--- config.mk ---
export PLATFORM = sky130hd
export DESIGN_NAME = cmode_seq
export DESIGN_NICKNAME = d
export VERILOG_FILES = /design/src/rtl/cmode_pkg.sv /design/src/rtl/cmode_mask.sv /design/src/rtl/cmode_fsm.sv /design/src/rtl/cmode_oslot.sv /design/src/rtl/cmode_seq.sv
export SDC_FILE = /design/constraint.sdc
export NUM_CORES = 1
export LEC_CHECK = 0
export ABC_AREA = 1
export BUFFER_PORTS_ARGS = -buffer_cell sky130_fd_sc_hd__buf_2
export CORE_UTILIZATION = 45
export CTS_CLUSTER_SIZE = 12
export DETAILED_ROUTE_END_ITERATION = 12
export MAX_ROUTING_LAYER = met4
export PLACE_DENSITY = 0.71
export REMOVE_ABC_BUFFERS = 1
export SETUP_SLACK_MARGIN = 0.02
export SYNTH_ARGS = -nofsm -noshare
export SYNTH_HDL_FRONTEND = slang
export SYNTH_SLANG_ARGS = --single-unit
--- constraint.sdc ---
create_clock -name clk -period 1.4 [get_ports clk]
set_clock_uncertainty 0.05 [all_clocks]
set_input_delay 0.28 -clock clk [delete_from_list [all_inputs] [get_ports clk]]
set_output_delay 0.28 -clock clk [all_outputs]
set_load 0.01 [all_outputs]
--- src/rtl/cmode_pkg.sv ---
package cmode_pkg;

    typedef enum logic [1:0] {
        K_UNC = 2'd0,
        K_CMP = 2'd1,
        K_PFX = 2'd2
    } ikind_e;

    typedef enum logic {
        ST_HEAD = 1'b0,
        ST_TAIL = 1'b1
    } seq_state_e;

endpackage

--- src/rtl/cmode_mask.sv ---
// Mode mask tracker: holds the active mask and the count of unused bits.
module cmode_mask #(
    parameter int MODE_N = 10,
    localparam int CNT_W = $clog2(MODE_N + 1)
) (
    input  logic              clk,
    input  logic              rst_n,
    input  logic              flush,
    input  logic              load,
    input  logic [MODE_N-1:0] load_bits,
    input  logic              drop,
    input  logic              take,
    output logic              bit_now,
    output logic [CNT_W-1:0]  left
);

    logic [MODE_N-1:0] mask_q;
    logic [CNT_W-1:0]  left_q;

    always_ff @(posedge clk) begin
        if (!rst_n) begin
            mask_q <= '0;
            left_q <= '0;
        end else if (flush) begin
            left_q <= '0;
        end else if (load) begin
            mask_q <= load_bits;
            left_q <= CNT_W'(MODE_N);
        end else if (drop) begin
            left_q <= '0;
        end else if (take) begin
            mask_q <= mask_q << 1;
            left_q <= left_q - 1'b1;
        end
    end

    assign bit_now = mask_q[MODE_N-1];
    assign left    = left_q;

endmodule

--- src/rtl/cmode_fsm.sv ---
// Parcel sequencer: sizes each instruction and assembles two-parcel ones.
module cmode_fsm
    import cmode_pkg::*;
#(
    parameter int PARCEL_W = 16,
    parameter int OPC_W    = 6,
    parameter int MODE_N   = 10,
    parameter logic [OPC_W-1:0] PFX_OPC = 6'b111011,
    localparam int CNT_W  = $clog2(MODE_N + 1),
    localparam int INSN_W = 2 * PARCEL_W
) (
    input  logic                clk,
    input  logic                rst_n,
    input  logic                flush,
    input  logic                in_valid,
    input  logic [PARCEL_W-1:0] in_parcel,
    input  logic                in_entry,
    input  logic                slot_free,
    output logic                in_ready,
    input  logic [CNT_W-1:0]    mb_left,
    input  logic                mb_bit,
    output logic                mb_drop,
    output logic                mb_take,
    output logic                mb_load,
    output logic [MODE_N-1:0]   mb_bits,
    output logic                emit,
    output logic [INSN_W-1:0]   emit_data,
    output logic                emit_wide,
    output ikind_e              emit_kind,
    output logic [CNT_W-1:0]    emit_left
);

    seq_state_e          st_q, st_d;
    logic [PARCEL_W-1:0] held_q;
    logic                acc;
    logic [CNT_W-1:0]    live_left;
    logic                short_slot;
    logic                held_is_pfx;

    assign in_ready = slot_free && !flush;
    assign acc      = in_valid && in_ready;

    always_comb begin
        live_left   = in_entry ? '0 : mb_left;
        short_slot  = (live_left != '0) && mb_bit;
        held_is_pfx = (held_q[PARCEL_W-1 -: OPC_W] == PFX_OPC);
    end

    // state register
    always_ff @(posedge clk) begin
        if (!rst_n) begin
            st_q <= ST_HEAD;
        end else begin
            st_q <= st_d;
        end
    end

    // first-half carry buffer
    always_ff @(posedge clk) begin
        if (!rst_n) begin
            held_q <= '0;
        end else if (acc && (st_q == ST_HEAD)) begin
            held_q <= in_parcel;
        end
    end

    // next state
    always_comb begin
        st_d = st_q;
        if (flush) begin
            st_d = ST_HEAD;
        end else if (acc) begin
            unique case (st_q)
                ST_HEAD: if (!short_slot) st_d = ST_TAIL;
                ST_TAIL: st_d = ST_HEAD;
            endcase
        end
    end

    // outputs
    always_comb begin
        mb_drop   = 1'b0;
        mb_take   = 1'b0;
        mb_load   = 1'b0;
        mb_bits   = held_q[MODE_N-1:0];
        emit      = 1'b0;
        emit_data = '0;
        emit_wide = 1'b0;
        emit_kind = K_UNC;
        emit_left = '0;
        if (acc) begin
            unique case (st_q)
                ST_HEAD: begin
                    mb_drop = in_entry;
                    mb_take = (live_left != '0);
                    if (short_slot) begin
                        emit      = 1'b1;
                        emit_data = {{PARCEL_W{1'b0}}, in_parcel};
                        emit_wide = 1'b0;
                        emit_kind = K_CMP;
                        emit_left = live_left - 1'b1;
                    end
                end
                ST_TAIL: begin
                    emit      = 1'b1;
                    emit_data = {held_q, in_parcel};
                    emit_wide = 1'b1;
                    if (held_is_pfx) begin
                        mb_load   = 1'b1;
                        emit_kind = K_PFX;
                        emit_left = CNT_W'(MODE_N);
                    end else begin
                        emit_kind = K_UNC;
                        emit_left = mb_left;
                    end
                end
            endcase
        end
    end

endmodule

--- src/rtl/cmode_oslot.sv ---
// One-entry output register with valid/ready.
module cmode_oslot
    import cmode_pkg::*;
#(
    parameter int INSN_W = 32,
    parameter int CNT_W  = 4
) (
    input  logic              clk,
    input  logic              rst_n,
    input  logic              flush,
    input  logic              emit,
    input  logic [INSN_W-1:0] emit_data,
    input  logic              emit_wide,
    input  ikind_e            emit_kind,
    input  logic [CNT_W-1:0]  emit_left,
    input  logic              out_ready,
    output logic              slot_free,
    output logic              out_valid,
    output logic [INSN_W-1:0] out_data,
    output logic              out_wide,
    output logic [1:0]        out_kind,
    output logic [CNT_W-1:0]  out_left
);

    logic vld_q;

    always_ff @(posedge clk) begin
        if (!rst_n) begin
            vld_q <= 1'b0;
        end else if (flush) begin
            vld_q <= 1'b0;
        end else if (emit) begin
            vld_q <= 1'b1;
        end else if (out_ready) begin
            vld_q <= 1'b0;
        end
    end

    always_ff @(posedge clk) begin
        if (!rst_n) begin
            out_data <= '0;
            out_wide <= 1'b0;
            out_kind <= 2'd0;
            out_left <= '0;
        end else if (emit && !flush) begin
            out_data <= emit_data;
            out_wide <= emit_wide;
            out_kind <= emit_kind;
            out_left <= emit_left;
        end
    end

    assign out_valid = vld_q;
    assign slot_free = !vld_q || out_ready;

endmodule

--- src/rtl/cmode_seq.sv ---
// Top: compressed-mode instruction stream sequencer.
module cmode_seq
    import cmode_pkg::*;
#(
    parameter int PARCEL_W = 16,
    parameter int OPC_W    = 6,
    parameter int MODE_N   = 10,
    parameter logic [OPC_W-1:0] PFX_OPC = 6'b111011,
    localparam int CNT_W  = $clog2(MODE_N + 1),
    localparam int INSN_W = 2 * PARCEL_W
) (
    input  logic                clk,
    input  logic                rst_n,
    input  logic                in_valid,
    output logic                in_ready,
    input  logic [PARCEL_W-1:0] in_parcel,
    input  logic                in_entry,
    input  logic                branch_taken,
    output logic                out_valid,
    input  logic                out_ready,
    output logic [INSN_W-1:0]   out_data,
    output logic                out_wide,
    output logic [1:0]          out_kind,
    output logic [CNT_W-1:0]    out_left
);

    logic              mode_bit;
    logic [CNT_W-1:0]  mode_left;
    logic              mb_drop, mb_take, mb_load;
    logic [MODE_N-1:0] mb_bits;
    logic              slot_free;
    logic              emit;
    logic [INSN_W-1:0] emit_data;
    logic              emit_wide;
    ikind_e            emit_kind;
    logic [CNT_W-1:0]  emit_left;

    cmode_mask #(.MODE_N(MODE_N)) u_mask (
        .clk       (clk),
        .rst_n     (rst_n),
        .flush     (branch_taken),
        .load      (mb_load),
        .load_bits (mb_bits),
        .drop      (mb_drop),
        .take      (mb_take),
        .bit_now   (mode_bit),
        .left      (mode_left)
    );

    cmode_fsm #(
        .PARCEL_W (PARCEL_W),
        .OPC_W    (OPC_W),
        .MODE_N   (MODE_N),
        .PFX_OPC  (PFX_OPC)
    ) u_fsm (
        .clk       (clk),
        .rst_n     (rst_n),
        .flush     (branch_taken),
        .in_valid  (in_valid),
        .in_parcel (in_parcel),
        .in_entry  (in_entry),
        .slot_free (slot_free),
        .in_ready  (in_ready),
        .mb_left   (mode_left),
        .mb_bit    (mode_bit),
        .mb_drop   (mb_drop),
        .mb_take   (mb_take),
        .mb_load   (mb_load),
        .mb_bits   (mb_bits),
        .emit      (emit),
        .emit_data (emit_data),
        .emit_wide (emit_wide),
        .emit_kind (emit_kind),
        .emit_left (emit_left)
    );

    cmode_oslot #(.INSN_W(INSN_W), .CNT_W(CNT_W)) u_oslot (
        .clk       (clk),
        .rst_n     (rst_n),
        .flush     (branch_taken),
        .emit      (emit),
        .emit_data (emit_data),
        .emit_wide (emit_wide),
        .emit_kind (emit_kind),
        .emit_left (emit_left),
        .out_ready (out_ready),
        .slot_free (slot_free),
        .out_valid (out_valid),
        .out_data  (out_data),
        .out_wide  (out_wide),
        .out_kind  (out_kind),
        .out_left  (out_left)
    );

endmodule

==> metrics.txt <==
CTS tree=yes; DRT Pass-1 Iters=5; Commonest cells post-synth=nor2_1, dfxtp_1, nand2_1, o21ai_0, a21oi_1; initial core utilization=0.465; yosys warns=0; CP arrival=1.12 ns; TritonCTS buffer count=9; row count=29; Worst Hold Depth=3; Port Buffers=62; first-pass GRT wire length=12,900 microns; P per Cell Area=1040 nW/um^2; Synth Instances=395; routed wire length=8460 microns; final worst-path setup slack=-0.0460 ns; Final period util=1.03; crit path max-delay cell type=dfxtp_2; Fin. Hold Viols=0; synth-to-layout area growth=39.6%; DIE WIDTH=83.0 microns; worst setup path startpoint=u_oslot.out_valid; initial antenna violation count=0; EDFF count, synth=0; Max-cap violations=0; crit-path max FO=2; Worst Tran Pin Value=0.315 ns; drt drc=0; layout cell share with drive strength beyond 1=0.382; Seq/Total Area, Yosys=0.482; normalized max-slew margin=0.790; post-route minimum period=about 1.4 ns; type of the worst setup path=register to output pin; RSZ-0062 raised after global routing=true; Worst-Skew Late Latency=0.35 ns; Static Leakage=0.00193 uW; Vias=a little over 3,000; status=finished, violations left; H-tree Lvls=3; Layout Nets=slightly above 500; worst hold path type=input port to register; Netlist cell types=30; CTS clk-pin slew, worst paths=0.08 ns; Final Wtd Congestion=0.849; remaining antenna violation count after routing=0; Post-Synth Simple-Gate Area=0.300; largest net degree at the start of global routing=38; n_diodes=0; WP data required=approximately 1.1 ns; final hold slack=0.121 ns; Fmax=692 MHz; Cell Chain, Critical Path=buf_4, inv_2, nor2_4, nor2_1, buf_2; Placed Cells=547; delay of the slowest critical-path stage=0.33 ns; Async SR Flop Fraction=0; Remaining Overflow, GRT=0; Core Box Area=6350 sq um; Final setup viols=13; I/O pin count=between 60 and 70; Critical Path End Type=output pin; Synth Flop Type=dfxtp_1; largest family of logic cells by synthesized area=simple AND/OR/NAND/NOR gates; clock buffer depth=2; post-route insts no fill=577; vias in the first global route=2,823; Clk Tree Root Cell=clkbuf_8; CTS Sinks=71; Crit Reg-Reg Startpoint=u_oslot.out_valid; Synth Area in Compound Gates=0.141; number of synthesized register bits=71; peak supply drop=~0.64 mV; HPWL Detailed=5090 microns; area share of fa/ha/maj cells after synthesis=0.00424; max-slew violation count=0; 1st-iter DRT viols=167; Overall Global Routing Usage=0.237; Syn Area/Cell=7.47 sq um; die height=83.0 microns; XOR/XNOR Fraction of Synth Area=0.00297; Final Total Pwr=4270 uW; routed len/inst=14.7 microns; hold path start=in_parcel[15]; Post-Syn Area=2950 sq um; CP startpoint kind=register; most frequent cell after synthesis=nor2_1; most area-consuming cells after synthesis=dfxtp_1, nor2_1, nand2_1; failing checks=negative setup slack; total die area=6890 sq um; multiplexer share of the synthesized area=0; worst reg2reg path depth=9; Synth top area share=0.482; vias per cell=around 5.4; CTS hold repair buffers=0; area leader, netlist=dfxtp_1
-- metrics by stage --
stage | utilization | worst slack [ns] | instance area (sq um) | setup TNS (ns)
floorplan | - | -0.249 | 2840 | -6.01
CTS | 0.597 | 0.0111 | 3790 | 0
detailed placement | 0.551 | -0.151 | 3500 | -4.76
finish | 0.649 | -0.0460 | 4120 | -0.307
global route | 0.649 | -0.123 | 4120 | -1.88
global placement | 0.551 | -0.0575 | 3500 | -1.38
-- worst paths after layout --
check	endpoint	slack, ns
worst max-delay path	in_ready	-0.05
worst min-delay path	u_fsm.held_q[15]	0.12
worst max register to register	u_mask.mask_q[4]	-0.05
worst min register to register	u_oslot.out_wide	0.42
-- power breakdown --
part | internal, uW | total, uW | switching, uW
Combinational | 109 | 285 | 176
Clock | 1060 | 1890 | 827
Sequential | 2060 | 2100 | 33.3
Total | 3230 | 4270 | 1040
-- state kept, by name, indices dropped and copies added (netlist names) --
| register | count |
|---|---|
| u_oslot.out_data | 32 |
| u_fsm.held_q | 16 |
| u_mask.mask_q | 10 |
| u_mask.left | 4 |
| u_oslot.out_left | 4 |
| u_oslot.out_kind | 2 |
| u_fsm.st_q | 1 |
| u_oslot.out_valid | 1 |
| u_oslot.out_wide | 1 |
-- worst max-delay path, delay by kind of cell (launching register included) --
kind / cells / cell delay (ns)
buffers and inverters: 3 / 0.32
and+or+nand+nor: 2 / 0.13
DFF: 1 / 0.33
-- cells by family after synthesis --
logic type | Yosys count
AO/OA/AOI/OAI | 78
flip-flops | 71
adder cells (fa/ha/maj) | 1
AND/OR/NAND/NOR | 202
XOR/XNOR | 1
buffers and inverters | 42
-- routing by layer --
layer  part of all wire  wire, microns  GRT usage  vias up
li1                   -              -          -     1482
met2               0.48           4100      0.380      133
met1               0.43           3670      0.293     1460
met5                  0              0          -        -
met4              0.022            187     0.0893        0
met3              0.060            504     0.0507       19
-- cell type report --
class | instances | area, sq um
well taps | 77 | 96.3
repair buffers | 105 | 722
inverters | 24 | 113
clock buffers | 10 | 138
multi-input cells | 284 | 1530
flip-flops and latches | 71 | 1430
clock inverters | 6 | 91.3
fillers | 538 | 2230
-- cell usage in the layout (no fill, tap or decap), drive strengths merged, types with 2 or more instances in the layout --
cell type,n
nor2,99
a211oi,2
buf,104
bufinv,2
nand4,4
dfxtp,71
clkinv,4
a21oi,27
o21ai,49
nand3,27
clkbuf,11
nand2,72
inv,24
-- repair_timing --
action | in CTS | in global routing
gates resized for setup | 13 | 83
pin swaps | 2 | 18
cloned | 1 | 3
buffers inserted | 2 | 8
endpoints found under the setup margin | 48 | 56
Note: power is estimated with default switching activity, not from simulation.
